===== config.mk =====
export PLATFORM = sky130hd
export DESIGN_NAME = layer_link
export DESIGN_NICKNAME = d
export VERILOG_FILES = /design/src/rtl/layer_link.sv
export SDC_FILE = /design/constraint.sdc
export NUM_CORES = 1
export LEC_CHECK = 0
export BUFFER_PORTS_ARGS = -buffer_cell sky130_fd_sc_hd__buf_2
export CAP_MARGIN = 20
export CORE_AREA = 5 5 234 236
export DETAILED_ROUTE_END_ITERATION = 7
export DIE_AREA = 0 0 239 241
export PLACE_DENSITY_LB_ADDON = 0.1
export REMOVE_ABC_BUFFERS = 1
export SLEW_MARGIN = 20
export SYNTH_ARGS = -nofsm -noshare
export SYNTH_HDL_FRONTEND = slang
export SYNTH_SLANG_ARGS = --single-unit

===== constraint.sdc =====
create_clock -name clk -period 5.09 [get_ports clk]
set_clock_uncertainty 0.15 [all_clocks]
set_input_delay 0.509 -clock clk [delete_from_list [all_inputs] [get_ports clk]]
set_output_delay 0.509 -clock clk [all_outputs]
set_load 0.05 [all_outputs]

===== src/rtl/layer_link.sv =====
module layer_link #(
  parameter int N_SRC     = 12,
  parameter int ACC_W     = 48,
  parameter int IN_W      = 27,
  parameter int FRAC_BITS = 12,
  parameter int SLICE_LO  = FRAC_BITS,
  parameter int SEL_W     = 4,
  parameter int CNT_W     = 5,
  parameter int DLY       = 3,
  parameter bit RELU_EN   = 1'b1
) (
  input  logic                   clk,
  input  logic                   rst_n,
  input  logic [N_SRC*ACC_W-1:0] src_data,
  input  logic [SEL_W-1:0]       sel_idx,
  input  logic                   done_pulse,
  input  logic [CNT_W-1:0]       cfg_count,
  output logic [IN_W-1:0]        next_data,
  output logic                   next_en
);

  localparam int SLICE_HI = SLICE_LO + IN_W - 1;

  // result selection
  logic [ACC_W-1:0] picked;
  logic [IN_W-1:0]  sliced;
  logic             unused_picked;

  always_comb begin
    picked = '0;
    for (int i = 0; i < N_SRC; i++)
      if (sel_idx == SEL_W'(i)) picked = src_data[i*ACC_W +: ACC_W];
  end

  assign sliced        = picked[SLICE_HI:SLICE_LO];
  assign unused_picked = ^{picked[ACC_W-1:SLICE_HI+1], picked[SLICE_LO-1:0]};

  generate
    if (RELU_EN) begin : g_relu
      assign next_data = sliced[IN_W-1] ? '0 : sliced;
    end else begin : g_raw
      assign next_data = sliced;
    end
  endgenerate

  // pass starter
  typedef enum logic {S_IDLE, S_RUN} st_t;
  st_t              st;
  logic [DLY-1:0]   dly;
  logic [CNT_W-1:0] rem;
  logic             kick;

  assign kick    = dly[DLY-1];
  assign next_en = (st == S_RUN);

  always_ff @(posedge clk) begin
    if (!rst_n) dly <= '0;
    else        dly <= DLY'({dly, done_pulse});
  end

  always_ff @(posedge clk) begin
    if (!rst_n) begin
      st  <= S_IDLE;
      rem <= '0;
    end else begin
      case (st)
        S_IDLE: if (kick && cfg_count != '0) begin
          st  <= S_RUN;
          rem <= cfg_count;
        end
        S_RUN: begin
          rem <= rem - 1'b1;
          if (rem == CNT_W'(1)) st <= S_IDLE;
        end
        default: st <= S_IDLE;
      endcase
    end
  end

  // checking state
  logic [CNT_W-1:0] len_seen;
  logic [CNT_W-1:0] cfg_hold;

  always_ff @(posedge clk) begin
    if (!rst_n) begin
      len_seen <= '0;
      cfg_hold <= '0;
    end else begin
      len_seen <= next_en ? len_seen + 1'b1 : '0;
      if (!next_en && kick) cfg_hold <= cfg_count;
    end
  end

  AST_UNUSED_INDEX_ZERO: assert property (@(posedge clk) disable iff (!rst_n)
    (int'(sel_idx) >= N_SRC) |-> (next_data == '0));

  AST_RECT_NONNEG: assert property (@(posedge clk) disable iff (!rst_n)
    RELU_EN |-> !next_data[IN_W-1]);

  AST_START_AFTER_DELAY: assert property (@(posedge clk) disable iff (!rst_n)
    (kick && !next_en && cfg_count != '0) |=> next_en);

  AST_PASS_LENGTH: assert property (@(posedge clk) disable iff (!rst_n)
    $fell(next_en) |-> (len_seen == cfg_hold));

  AST_ZERO_COUNT_IDLE: assert property (@(posedge clk) disable iff (!rst_n)
    (kick && !next_en && cfg_count == '0) |=> !next_en);

endmodule


## Word level (Yosys, flattened, before mapping)

Index checks and enable logic that the tools add are counted.

- Flip-flop bits (word level): 9
- Output and inout bits: 28
- Logic and storage cells: 39

- Add/sub/neg operators: 1
- Eq/ne operators: 13
- Muxes and demuxes: 18
- Bitwise gates (word level): 1
- Reduce and logical (&&, ||, !) cells: 3

Operator list:

| cell | count |
|---|---|
| 2-to-1 mux 39 bit | 12 |
| 2-to-1 mux 26 bit | 1 |
| == test 4 x 3 -> 1 bit, second input constant | 4 |
| == test 4 bit, second input constant | 4 |
| case mux 5 bit (2 select lines) | 1 |
| == test 4 x 2 -> 1 bit, second input constant | 2 |
| == test 5 x 1 -> 1 bit, second input constant | 1 |
| 2-to-1 mux 5 bit | 1 |
| nonzero test 5 bit | 1 |
| subtractor 5 x 1 -> 5 bit, second input constant | 1 |
| == test 4 x 1 -> 1 bit, second input constant | 1 |
| zero test 4 bit | 1 |
| 2-to-1 mux 1 bit | 2 |
| != test 2 bit, second input constant | 1 |
| case mux 1 bit (2 select lines) | 1 |
| logical AND 1 bit | 1 |
| NOT 1 bit | 1 |

## Longest topological paths before layout

- Depth in word-level cells: 14
- Mapped depth: 8

## Least setup slack after synthesis

OpenSTA, ideal clock, no wires.

- Path kind: input to output
- Start: input sel_idx[0]
- End: output next_data[25]
- Arrival time: 2.743 ns
- Setup slack: 1.688 ns
- Stages: 8
- Buffers on the path: 4
- Path through: buf_6 buf_12 buf_12 buf_12 o2bb2ai_1 a22oi_1 a221o_1 a221oi_1

- Word-level cells in the longest chain between the ends: 14
- Elaborated cells on any way between the ends: 25
- Those cells by class: 11 x eq/ne; 13 x mux; 1 x reduce/logical

Ends and longest elaborated chain:

| item | RTL line | text |
|---|---|---|
| start, declared | 15 | `input logic [SEL_W-1:0] sel_idx,` |
| zero test 4 bit | 32 | `if (sel_idx == SEL_W'(i)) picked = src_data[i*ACC_W +: ACC_W];` |
| 2-to-1 mux 39 bit (11 in a row) | 32 |  |
| 2-to-1 mux 39 bit (*) | 32 |  |
| 2-to-1 mux 26 bit (*) | 40 | `assign next_data = sliced[IN_W-1] ? '0 : sliced;` |
| end, declared | 18 | `output logic [IN_W-1:0] next_data,` |

Every way passes the cells marked *; elsewhere a longest branch is shown, timed or not.

## Final worst setup path

- Start: input sel_idx[2]
- End: output next_data[25]

The elaborated chain is that of the path after synthesis.

==> results.txt <==
Placed insts = 1427
Fraction of layout instances using a drive strength above 1 = 0.626
Global-route wire length before repair = 41000 um
Most frequent cell on the critical path = buf_2
Final WL = 30300 um
Critical path cell sequence = buf_2, buf_4, nand2b_1, o32ai_1, a22oi_1, o21ai_4, buf_12, a221oi_1, buf_2
Initial antenna violation count = 11
Maximum root-to-sink buffer count = 2
Number of hold violations in the final report = 0
Slew Limit Fails = 0
Io pins = 616
Power per cell area = 131 nW/um^2
RSZ-0062 raised after global routing = false
Reg clk slew, reported paths = 0.04 ns
Clock sink count = 9
Final min period = 3.74 ns
Cell variety after synth = 57
Leak = 2.70 nW
Die Width = 239 um
R2R depth = 4
Max VDD drop = 0.0913 mV
Mapped cell area = 3550 um^2
Critical Path Start = sel_idx[2]
Hold crit path type = register to register
Required @ worst endpoint = 4.43 ns
Die Y-Extent = 241 um
Most used DFF post-synth = dfxtp_1
WP buf/inv = 4
Die Area = 57600 um^2
CTS tree = yes
Worst-case headroom to the max-slew limit = 0.456
Crit. path cell count = 9
Crit path kind = input pin to primary output
Critical Path Slowest Stage Cell = buf_2
Setup ws final = 1.35 ns
Switching part of the total = 0.469
Residual DRC count = 0
Seq pwr share = 0.095
Synth area leader = mux4_2
Combinational share of power = 0.732
Row cnt = 84
Largest net degree at the start of global routing = 63
Postcts setup bufs = 0
Setup TNS = 0 ns
Later-pin clock latency in the skew report = 0.24 ns
Clock network power share = 0.173
Max-Cap Viols = 0
Crit Reg-Reg Startpoint = next_en
Initial Util = 0.0680
WL/cell = 21.1 um
CTS resizes = 0
CTS Buf Count = 3
Pint = 0.000431 W
Period utilization = 0.736
Most common cell in the netlist = a21oi_1
Place WS = 1.15 ns
WP data arrival = 3.09 ns
Commonest cells post-synth = a21oi_1 (43), mux4_2 (39), o21ai_0 (29), nand2_1 (27), nor2_1 (24)
Least-Margin Pin Slew = 0.808 ns
Vias in the first global route = 5494
Vias post-DR = 4860
GRT Total Usage = 0.0981
Post-Synthesis Cells = 401
CTS Hold Buffers Added = 0
Syn Area/Cell = 8.85 um^2
Layout Nets = 1334
EDFF count, synth = 0
Initial DRC count = 113
Root Driver = clkbuf_16
Area Growth Syn to Fin = 74.5%
R2r endpoint = rem[3]
Worst-path fanout max = 24
CTS H-tree lvls = 1
Port Buf Inserts = 362
Synth top area share = 0.247
Via density = 3.38
Gpl congestion = 0.689
Util after Layout = 0.119
Post-route ant nets = 0
Crit end category = primary output
Fmax = 267 MHz
CP endpoint = next_data[25]
Finished Layout Cells = 1436
Setup slack, reg-to-reg = 3.51 ns
Status = finished clean
GRT Residual Overflow = 0
Synth warn = 0
Sequential element share of the synthesized area = 0.0508
Setup-failing EPs final = 0
HPWL after DPL = 25100 um
Switch Pwr = 0.000381 W
Core area = 52200 um^2
Crit path max-delay family = buffers and inverters
Synth Register Bits = 9
Dominant cells by area after synthesis = mux4_2 (25%), mux2i_1 (6.5%), a21oi_1 (6.1%), mux2_2 (5.7%), dfxtp_1 (5.1%)
CP Launch Type = input pin
Ys async rst share = 0
1st-pass router iterations = 4
CP max stage delay = 0.55 ns
==> stage by stage <==
| step | hold WS, ns | cell area, um^2 | total power [W] |
|---|---|---|---|
| final | 0.281 | 6190 | 0.000811 |
| after global routing | 0.303 | 6180 | 0.000878 |
| after CTS | 0.286 | 6180 | 0.000840 |
| after detailed placement | 0.277 | 6100 | 0.000695 |
| after global placement | 0.279 | 6100 | 0.000695 |
| after floorplan | 0.262 | 3210 | 0.000373 |
==> state kept, by name (all words and copies together) (netlist names) <==
signal   flops
dly          3
next_en      1
rem          5
==> metal layers <==
metal	part of all wire	GRT usage	vias to the layer above	wire, um
li1	-	-	2321	-
met1	0.43	0.129	2252	13200
met2	0.47	0.165	239	14200
met3	0.086	0.0321	28	2600
met4	0.0079	0.00916	20	239
met5	0.0039	0	-	118
==> worst register-to-register path, delay by kind of cell, from the launching register on <==
kind	cells	cell delay (ns)
flip-flops	1	0.57
AO/OA/AOI/OAI	2	0.29
AND/OR/NAND/NOR	2	0.48
==> kinds of logic after synthesis <==
| kind of cell | synth area share |
|---|---|
| AOI/OAI and AO/OA | 0.303 |
| and+or+nand+nor | 0.130 |
| muxes | 0.403 |
| buffers and inverters | 0.105 |
| DFF | 0.0508 |
| adders and majority gates | 0.00705 |
| other | 0.00106 |
==> power groups by stage <==
stage                     combinational (W)  sequential [W]  clock [W]
after floorplan                    0.000295       0.0000786          0
after global placement             0.000616       0.0000789          0
after detailed placement           0.000616       0.0000786          0
after CTS                          0.000618       0.0000774   0.000145
after global routing               0.000651       0.0000779   0.000148
final                              0.000594       0.0000774   0.000140
==> cell type report <==
class | instances | area (um^2)
Multi-Input combinational cell | 338 | 3030
Sequential cell | 9 | 180
Antenna cell | 5 | 12.5
Timing Repair Buffer | 383 | 2000
Tap cell | 688 | 861
Inverter | 9 | 33.8
Fill cell | 6083 | 46000
Clock buffer | 4 | 78.8
==> worst min-delay path by stage <==
stage | start | end | slack, ns | cells after the start
2_1_floorplan | dly[0] | dly[1] | 0.26 | 1
3_3_place_gp | dly[1] | dly[2] | 0.28 | 1
3_5_place_dp | dly[1] | dly[2] | 0.28 | 1
4_1_cts | dly[1] | dly[2] | 0.29 | 1
5_1_grt | dly[1] | dly[2] | 0.30 | 1
6_report | dly[1] | dly[2] | 0.28 | 1
==> cell usage in the layout, fill, tap and decap left out, drive strengths merged, types with 2 or more instances in the layout <==
master	Yosys	final
o221ai	3	3
nor2	24	24
nor2b	9	9
a221o	2	2
nor3	2	2
and2	4	4
nand2b	8	8
a221oi	16	16
nand3	12	12
a21oi	45	45
o211ai	2	2
o2bb2ai	3	3
ha	2	2
clkbuf	10	4
o21ai	31	31
nand2	27	27
dfxtp	9	9
a211oi	12	12
mux4	43	43
a22oi	13	13
inv	8	8
buf	35	383
mux2	18	18
diode	0	5
mux2i	24	24
a21o	2	2
o22ai	19	19
a31oi	2	2
Note: power is estimated with default switching activity, not from simulation.
